[config.mk]
export PLATFORM = sky130hd
export DESIGN_NAME = dram_ctrl
export DESIGN_NICKNAME = d
export VERILOG_FILES = /design/src/rtl/dram_ctrl_pkg.sv /design/src/rtl/dram_ctrl_ref_timer.sv /design/src/rtl/dram_ctrl_addr_mux.sv /design/src/rtl/dram_ctrl_seq.sv /design/src/rtl/dram_ctrl.sv
export SDC_FILE = /design/constraint.sdc
export NUM_CORES = 1
export LEC_CHECK = 0
export BUFFER_PORTS_ARGS = -buffer_cell sky130_fd_sc_hd__buf_2
export CORE_MARGIN = 5
export CORE_UTILIZATION = 56
export CTS_CLUSTER_DIAMETER = 50
export DETAILED_ROUTE_END_ITERATION = 10
export GPL_TIMING_DRIVEN = 1
export PLACE_DENSITY = 0.86
export SYNTH_ARGS = -nofsm -noshare
export SYNTH_HDL_FRONTEND = slang
export SYNTH_HIERARCHICAL = 1
export SYNTH_SLANG_ARGS = --single-unit
[constraint.sdc]
create_clock -name clk -period 2.8 [get_ports clk]
set_clock_uncertainty 0.05 [all_clocks]
set_input_delay 0.56 -clock clk [delete_from_list [all_inputs] [get_ports clk]]
set_output_delay 0.56 -clock clk [all_outputs]
set_load 0.005 [all_outputs]
[src/rtl/dram_ctrl_pkg.sv]
package dram_ctrl_pkg;

  typedef enum logic [3:0] {
    ST_IDLE,
    ST_SETUP,
    ST_RAS,
    ST_CAS,
    ST_DATA,
    ST_PRE,
    ST_RF_SETUP,
    ST_RF_RAS,
    ST_RF_HOLD,
    ST_RF_PRE
  } seq_state_e;

  typedef enum logic [1:0] {
    SEL_ROW,
    SEL_COL,
    SEL_REF
  } addr_sel_e;

endpackage

[src/rtl/dram_ctrl_ref_timer.sv]
module dram_ctrl_ref_timer #(
  parameter int unsigned REF_INTERVAL = 64,
  parameter int unsigned NUM_ROWS     = 16,
  parameter int unsigned ROW_W        = 4
) (
  input  logic             clk,
  input  logic             rst,
  input  logic             ref_done,
  output logic             ref_tick,
  output logic [ROW_W-1:0] ref_row
);

  localparam int unsigned       CNT_W    = (REF_INTERVAL > 1) ? $clog2(REF_INTERVAL) : 1;
  localparam logic [CNT_W-1:0]  CNT_LAST = CNT_W'(REF_INTERVAL - 1);
  localparam logic [ROW_W-1:0]  ROW_LAST = ROW_W'(NUM_ROWS - 1);
  localparam logic [ROW_W:0]    ROW_LIM  = (ROW_W+1)'(NUM_ROWS);

  logic [CNT_W-1:0] cnt_q;

  // interval counter: one tick per REF_INTERVAL clocks
  always_ff @(posedge clk) begin
    if (rst) begin
      cnt_q    <= '0;
      ref_tick <= 1'b0;
    end else if (cnt_q == CNT_LAST) begin
      cnt_q    <= '0;
      ref_tick <= 1'b1;
    end else begin
      cnt_q    <= cnt_q + 1'b1;
      ref_tick <= 1'b0;
    end
  end

  // refresh row counter, wraps at NUM_ROWS
  always_ff @(posedge clk) begin
    if (rst) begin
      ref_row <= '0;
    end else if (ref_done) begin
      ref_row <= (ref_row == ROW_LAST) ? '0 : ref_row + 1'b1;
    end
  end

  p_row_in_range_r7: assert property (@(posedge clk) disable iff (rst)
    {1'b0, ref_row} < ROW_LIM);

  p_tick_single_r7: assert property (@(posedge clk) disable iff (rst)
    ref_tick |=> !ref_tick);

endmodule

[src/rtl/dram_ctrl_addr_mux.sv]
module dram_ctrl_addr_mux
  import dram_ctrl_pkg::*;
#(
  parameter int unsigned ROW_W = 4,
  parameter int unsigned COL_W = 4,
  parameter int unsigned PIN_W = 4
) (
  input  addr_sel_e        sel,
  input  logic [ROW_W-1:0] row,
  input  logic [COL_W-1:0] col,
  input  logic [ROW_W-1:0] ref_row,
  output logic [PIN_W-1:0] pins
);

  always_comb begin
    case (sel)
      SEL_ROW: pins = PIN_W'(row);
      SEL_COL: pins = PIN_W'(col);
      SEL_REF: pins = PIN_W'(ref_row);
      default: pins = '0;
    endcase
  end

endmodule

[src/rtl/dram_ctrl_seq.sv]
module dram_ctrl_seq
  import dram_ctrl_pkg::*;
#(
  parameter int unsigned ROW_W  = 4,
  parameter int unsigned COL_W  = 4,
  parameter int unsigned DATA_W = 8,
  parameter int unsigned PIN_W  = 4
) (
  input  logic                   clk,
  input  logic                   rst,
  input  logic                   host_req,
  input  logic                   host_we,
  input  logic [ROW_W+COL_W-1:0] host_addr,
  input  logic [DATA_W-1:0]      host_wdata,
  output logic [DATA_W-1:0]      host_rdata,
  output logic                   host_done,
  output logic                   host_busy,
  output logic                   refresh_active,
  input  logic                   ref_tick,
  input  logic [ROW_W-1:0]       ref_row,
  output logic                   ref_done,
  output logic [PIN_W-1:0]       dram_addr,
  output logic                   dram_ras_n,
  output logic                   dram_cas_n,
  output logic                   dram_we_n,
  output logic                   dram_oe_n,
  output logic [DATA_W-1:0]      dram_dq_out,
  output logic                   dram_dq_oe,
  input  logic [DATA_W-1:0]      dram_dq_in
);

  localparam int unsigned ADDR_W = ROW_W + COL_W;

  seq_state_e        state_q, state_d;
  logic              pend_q;
  logic [ROW_W-1:0]  row_q;
  logic [COL_W-1:0]  col_q;
  logic              we_q;
  logic              accept, start_ref, we_sel;
  logic [ROW_W-1:0]  row_sel;
  logic [COL_W-1:0]  col_sel;
  addr_sel_e         asel;
  logic [PIN_W-1:0]  pins_d;
  logic              in_access_d, in_strobe_d, in_ras_d, in_ref_d;

  // next-state logic: refresh before host, never inside an access
  always_comb begin
    state_d   = state_q;
    accept    = 1'b0;
    start_ref = 1'b0;
    case (state_q)
      ST_IDLE: begin
        if (pend_q) begin
          state_d   = ST_RF_SETUP;
          start_ref = 1'b1;
        end else if (host_req) begin
          state_d = ST_SETUP;
          accept  = 1'b1;
        end
      end
      ST_SETUP:    state_d = ST_RAS;
      ST_RAS:      state_d = ST_CAS;
      ST_CAS:      state_d = ST_DATA;
      ST_DATA:     state_d = ST_PRE;
      ST_PRE:      state_d = ST_IDLE;
      ST_RF_SETUP: state_d = ST_RF_RAS;
      ST_RF_RAS:   state_d = ST_RF_HOLD;
      ST_RF_HOLD:  state_d = ST_RF_PRE;
      ST_RF_PRE:   state_d = ST_IDLE;
      default:     state_d = ST_IDLE;
    endcase
  end

  assign we_sel  = accept ? host_we : we_q;
  assign row_sel = accept ? host_addr[ADDR_W-1:COL_W] : row_q;
  assign col_sel = accept ? host_addr[COL_W-1:0] : col_q;

  assign in_access_d = state_d inside {ST_SETUP, ST_RAS, ST_CAS, ST_DATA, ST_PRE};
  assign in_strobe_d = state_d inside {ST_CAS, ST_DATA};
  assign in_ras_d    = state_d inside {ST_RAS, ST_CAS, ST_DATA, ST_RF_RAS, ST_RF_HOLD};
  assign in_ref_d    = state_d inside {ST_RF_SETUP, ST_RF_RAS, ST_RF_HOLD, ST_RF_PRE};

  always_comb begin
    if (in_ref_d)                                      asel = SEL_REF;
    else if (state_d inside {ST_CAS, ST_DATA, ST_PRE}) asel = SEL_COL;
    else                                               asel = SEL_ROW;
  end

  dram_ctrl_addr_mux #(
    .ROW_W(ROW_W),
    .COL_W(COL_W),
    .PIN_W(PIN_W)
  ) addr_mux_i (
    .sel    (asel),
    .row    (row_sel),
    .col    (col_sel),
    .ref_row(ref_row),
    .pins   (pins_d)
  );

  always_ff @(posedge clk) begin
    if (rst) begin
      state_q        <= ST_IDLE;
      pend_q         <= 1'b0;
      row_q          <= '0;
      col_q          <= '0;
      we_q           <= 1'b0;
      dram_dq_out    <= '0;
      dram_addr      <= '0;
      dram_ras_n     <= 1'b1;
      dram_cas_n     <= 1'b1;
      dram_we_n      <= 1'b1;
      dram_oe_n      <= 1'b1;
      dram_dq_oe     <= 1'b0;
      host_done      <= 1'b0;
      host_rdata     <= '0;
      refresh_active <= 1'b0;
    end else begin
      state_q <= state_d;
      pend_q  <= (pend_q && !start_ref) || ref_tick;
      if (accept) begin
        row_q       <= row_sel;
        col_q       <= col_sel;
        we_q        <= host_we;
        dram_dq_out <= host_wdata;
      end
      dram_addr      <= pins_d;
      dram_ras_n     <= !in_ras_d;
      dram_cas_n     <= !in_strobe_d;
      dram_we_n      <= !(in_strobe_d && we_sel);
      dram_oe_n      <= !(in_strobe_d && !we_sel);
      dram_dq_oe     <= in_access_d && we_sel;
      host_done      <= (state_d == ST_PRE);
      refresh_active <= in_ref_d;
      if (state_q == ST_DATA && !we_q) begin
        host_rdata <= dram_dq_in;
      end
    end
  end

  assign host_busy = (state_q != ST_IDLE) || pend_q;
  assign ref_done  = (state_q == ST_RF_PRE);

  p_cas_needs_ras_r2: assert property (@(posedge clk) disable iff (rst)
    !dram_cas_n |-> !dram_ras_n);

  p_row_setup_r2: assert property (@(posedge clk) disable iff (rst)
    $fell(dram_ras_n) |-> $stable(dram_addr));

  p_col_stable_r1: assert property (@(posedge clk) disable iff (rst)
    (!dram_cas_n && $past(!dram_cas_n)) |-> $stable(dram_addr));

  p_oe_we_excl_r3: assert property (@(posedge clk) disable iff (rst)
    dram_oe_n || dram_we_n);

  p_write_driven_r4: assert property (@(posedge clk) disable iff (rst)
    !dram_we_n |-> dram_dq_oe);

  p_done_pulse_r5: assert property (@(posedge clk) disable iff (rst)
    host_done |=> !host_done);

  p_busy_in_done_r6: assert property (@(posedge clk) disable iff (rst)
    host_done |-> host_busy);

  p_ref_quiet_r9: assert property (@(posedge clk) disable iff (rst)
    refresh_active |-> (dram_cas_n && host_busy));

endmodule

[src/rtl/dram_ctrl.sv]
module dram_ctrl #(
  parameter int unsigned ROW_W        = 4,
  parameter int unsigned COL_W        = 4,
  parameter int unsigned DATA_W       = 8,
  parameter int unsigned NUM_ROWS     = 16,
  parameter int unsigned REF_INTERVAL = 64,
  localparam int unsigned ADDR_W      = ROW_W + COL_W,
  localparam int unsigned PIN_W       = (ROW_W > COL_W) ? ROW_W : COL_W
) (
  input  logic              clk,
  input  logic              rst,
  input  logic              host_req,
  input  logic              host_we,
  input  logic [ADDR_W-1:0] host_addr,
  input  logic [DATA_W-1:0] host_wdata,
  output logic [DATA_W-1:0] host_rdata,
  output logic              host_done,
  output logic              host_busy,
  output logic              refresh_active,
  output logic [PIN_W-1:0]  dram_addr,
  output logic              dram_ras_n,
  output logic              dram_cas_n,
  output logic              dram_we_n,
  output logic              dram_oe_n,
  output logic [DATA_W-1:0] dram_dq_out,
  output logic              dram_dq_oe,
  input  logic [DATA_W-1:0] dram_dq_in
);

  logic             ref_tick;
  logic             ref_done;
  logic [ROW_W-1:0] ref_row;

  dram_ctrl_ref_timer #(
    .REF_INTERVAL(REF_INTERVAL),
    .NUM_ROWS    (NUM_ROWS),
    .ROW_W       (ROW_W)
  ) ref_timer_i (
    .clk     (clk),
    .rst     (rst),
    .ref_done(ref_done),
    .ref_tick(ref_tick),
    .ref_row (ref_row)
  );

  dram_ctrl_seq #(
    .ROW_W (ROW_W),
    .COL_W (COL_W),
    .DATA_W(DATA_W),
    .PIN_W (PIN_W)
  ) seq_i (
    .clk           (clk),
    .rst           (rst),
    .host_req      (host_req),
    .host_we       (host_we),
    .host_addr     (host_addr),
    .host_wdata    (host_wdata),
    .host_rdata    (host_rdata),
    .host_done     (host_done),
    .host_busy     (host_busy),
    .refresh_active(refresh_active),
    .ref_tick      (ref_tick),
    .ref_row       (ref_row),
    .ref_done      (ref_done),
    .dram_addr     (dram_addr),
    .dram_ras_n    (dram_ras_n),
    .dram_cas_n    (dram_cas_n),
    .dram_we_n     (dram_we_n),
    .dram_oe_n     (dram_oe_n),
    .dram_dq_out   (dram_dq_out),
    .dram_dq_oe    (dram_dq_oe),
    .dram_dq_in    (dram_dq_in)
  );

endmodule

==> out/results.tsv <==
stage	metric	value	unit
power_and_ir_drop	Leak	1.088	nW
setup_path	Req. time, crit path	2.19	ns
timing	RSZ-0062 raised after global routing	false	
timing	Hold Fails Final Rpt	0	
layout	Ant. Diodes	0	
timing	Tcrit/Tclk final	83.90	%
power_and_ir_drop	post-route total power	0.001595	W
yosys	top cell type's share of synthesized area	46.48	%
layout	area delta synth->final	16.76	%
global_route	initial antenna violation count	0	
global_route	vias in the first global route	1773	
timing	post-route minimum period	2.349	ns
global_route	grt ovf	0	
power_and_ir_drop	total power per unit cell area	610.0	nW/µm²
timing	Max-slew headroom	52.25	%
layout	post-route insts no fill	349	
global_route	GRT met2 Usage	29.99	%
setup_path	peak fanout along the critical path	17	
clock_network	CTS buffer count	5	
layout	FF+latch area	1041	µm²
clock_network	H-tree depth	2	
power_and_ir_drop	sequential cell fraction of total power	51.9	%
yosys	sequential area share after synthesis	46.48	%
layout	most common cell after layout, fill and taps aside	buf_2	
floorplanning	Die Ht	73.24	µm
setup_path	Max stage delay on crit path	0.52	ns
clock_network	Worst-path clk slew	0.09	ns
yosys	Post-Syn Instances	249	
power_and_ir_drop	Peak VDD IR	603.1	µV
clock_network	clock latency on the worst-skew pair	0.30	ns
routing	Vias per Instance	5.344	
worst_hold_path	Hold Crit Class	flop to flop	
setup_path	origin of the critical flop-to-flop path	seq_i/state_q[1]$_SDFF_PP0_	
clock_network	Root Buffer	clkbuf_8	
floorplanning	die area	5364	µm²
yosys	Synth Warn #	6	
layout	fill count	336	
layout	final core occ	66.33	%
clock_network	CTS tree	yes	
floorplanning	Initial Util	56.81	%
global_route	GRT Total Usage	18.26	%
clock_network	clk sink count	52	
floorplanning	I/O pin total	56	
timing	Worst-Margin Slew	0.7109	ns
setup_path	CP Cell Sequence	nor4_4, buf_4, nand2b_1, buf_2	
flow_run	Max-Cap Viols	0	
worst_hold_path	hold_sp	ref_timer_i/ref_tick$_SDFF_PP0_	
routing	WL/cell	12.94	µm
layout	Multi-input gate area	1087	µm²
floorplanning	FP Rows	23	
global_route	grt peak-use layer	met2	
setup_path	critical path's slowest cell	nor4_4	
timing	highest clock rate	425.7	MHz
timing	setup_tns	0	ns
global_route	first-pass GRT wire length	7686	µm
layout	most frequent cells in the layout	55 x buf_2, 52 x dfxtp_1, 25 x nand3_1, 25 x a21oi_1, 21 x nand2b_1	
clock_network	setup bufs post-CTS	0	
setup_path	crit path DAT	1.74	ns
power_and_ir_drop	P_sw	0.0004180	W
routing	Iter 0 DRT Violations	154	
power_and_ir_drop	sw frac	26.20	%
floorplanning	core region area	3943	µm²
routing	routed via count	1865	
yosys	Cell variety after synth	38	
clock_network	# resized after CTS	0	
yosys	Synth Net Count	279	
run_status	status	finished clean	
place	dpl ws	0.6817	ns
routing	first drt pass iteration count	4	
layout	net count reported at finish	328	
routing	post-route ant nets	0	
power_and_ir_drop	internal cell power	0.001177	W
yosys	Avg Cell Area, Syn	8.995	µm²
place	I/O Buffers	55	
routing	DRC viols	0	
yosys	Seq cells post-synth	52	
floorplanning	Die X-Extent	73.24	µm
global_route	met3 Use GR	5.372	%
place	Placer Congestion	0.8939	
timing	min setup slack post-route	0.4508	ns
setup_path	Critical Path Sink Type	primary output	
routing	final wirelength	4517	µm
power_and_ir_drop	combinational fraction of design power	17.2	%
setup_path	Worst setup startpoint	seq_i/state_q[1]$_SDFF_PP0_	
global_route	met1 usage	23.13	%
layout	share of layout cells above drive strength 1	24.41	%
timing	Pins Over Slew Limit	0	
yosys	synth top area cells	dfxtp_1 46%, nand2b_1 5.9%, mux2i_1 5.8%, a21oi_1 5.6%, nand3_1 5.6%	
timing	Setup violations, final	0	
global_route	largest net degree at the start of global routing	43	
yosys	Synth area leader	dfxtp_1	
yosys	Syn Std Cell Area	2240	µm²
clock_network	clock buffer depth	2	
clock_network	# hold bufs at CTS	0	
power_and_ir_drop	Clk network pwr share	31.0	%
setup_path	WS Path Type	flop to primary output	
place	DP HPWL	3261	µm
setup_path	nature of the critical path startpoint	flop	
place	placed insts	341	
[synthesized netlist by cell type (all sizes together)]
master	count
and3b	1
a311oi	1
nor3	3
a21oi	25
mux2i	13
dfxtp	52
inv	3
o21ai	20
and2	1
buf	7
nand2	18
xnor2	1
clkbuf	10
nor2	15
nor4	3
o21bai	1
a31oi	1
nand2b	21
a21o	1
o211a	1
ha	2
o2bb2ai	4
a21boi	1
o211ai	2
nor2b	9
xor2	3
or4	1
a41oi	1
nand3b	1
or3	1
nand3	26
[state kept, by name, summed over array words and instances, names as in the netlist]
name,flops
seq_i/dram_ras_n,1
seq_i/col_q,4
seq_i/refresh_active,1
seq_i/dram_oe_n,1
seq_i/dram_cas_n,1
seq_i/row_q,4
seq_i/dram_addr,4
ref_timer_i/cnt_q,6
seq_i/dram_dq_oe,1
ref_timer_i/ref_tick,1
ref_timer_i/ref_row,4
seq_i/host_rdata,8
seq_i/dram_we_n,1
seq_i/host_done,1
seq_i/dram_dq_out,8
seq_i/state_q,4
seq_i/we_q,1
seq_i/pend_q,1
[stage by stage]
| stage | cell area [µm²] | hold slack, ns |
|---|---|---|
| 2_1_floorplan | 2240 | 0.3630 |
| 3_3_place_gp | 2507 | 0.3934 |
| 3_5_place_dp | 2507 | 0.4011 |
| 4_1_cts | 2615 | 0.4182 |
| 5_1_grt | 2615 | 0.4410 |
| 6_report | 2615 | 0.4101 |
[worst paths after layout]
path                              endpoint  slack, ns  depth (start not counted)
max                              host_busy       0.45                          4
min                seq_i/pend_q$_SDFF_PP0_       0.41                          2
max reg2reg  seq_i/dram_addr[0]$_SDFF_PP0_       0.67                          6
min reg2reg        seq_i/pend_q$_SDFF_PP0_       0.41                          2
[routing by layer]
layer | vias to the layer above | share of wire [%]
met5 | - | 0
met3 | 5 | 7.6
met1 | 851 | 46
li1 | 956 | -
met4 | 0 | 0.97
met2 | 53 | 45
[area by class of cell]
cell class / instances / area share (%)
timing repair buffer: 59 / 11.67
sequential: 52 / 39.81
multi-input combinational: 177 / 41.58
clock inverter: 2 / 1.340
inverter: 3 / 0.4306
clock buffer: 6 / 2.775
tap: 50 / 2.392
[cells by family (layout without fill, tap and decap cells)]
logic type	after synthesis	after routing	synth area share (%)
DFF	52	52	46.48
adders and majority gates	2	2	1.117
xor gates and xnor gates	4	4	1.565
and+or+nand+nor	100	100	24.92
muxes	13	13	5.810
AOI/OAI and AO/OA	58	58	15.14
buffers and inverters	20	70	4.972
[critical path, delay by kind of cell (launching register included)]
| family | cells | cell delay [ns] |
|---|---|---|
| DFF | 1 | 0.50 |
| and+or+nand+nor | 2 | 0.58 |
| buffers and inverters | 2 | 0.36 |
[power groups by stage]
| stage | Combinational (W) | Sequential, W | Clock, W |
|---|---|---|---|
| 6_report | 0.000274 | 0.000827 | 0.000494 |
| 5_1_grt | 0.000306 | 0.000836 | 0.000541 |
| 4_1_cts | 0.000276 | 0.000827 | 0.000509 |
| 3_5_place_dp | 0.000275 | 0.000844 | 0 |
| 3_3_place_gp | 0.000267 | 0.000843 | 0 |
| 2_1_floorplan | 0.000215 | 0.000829 | 0 |
(Power assumes the default switching activity.)
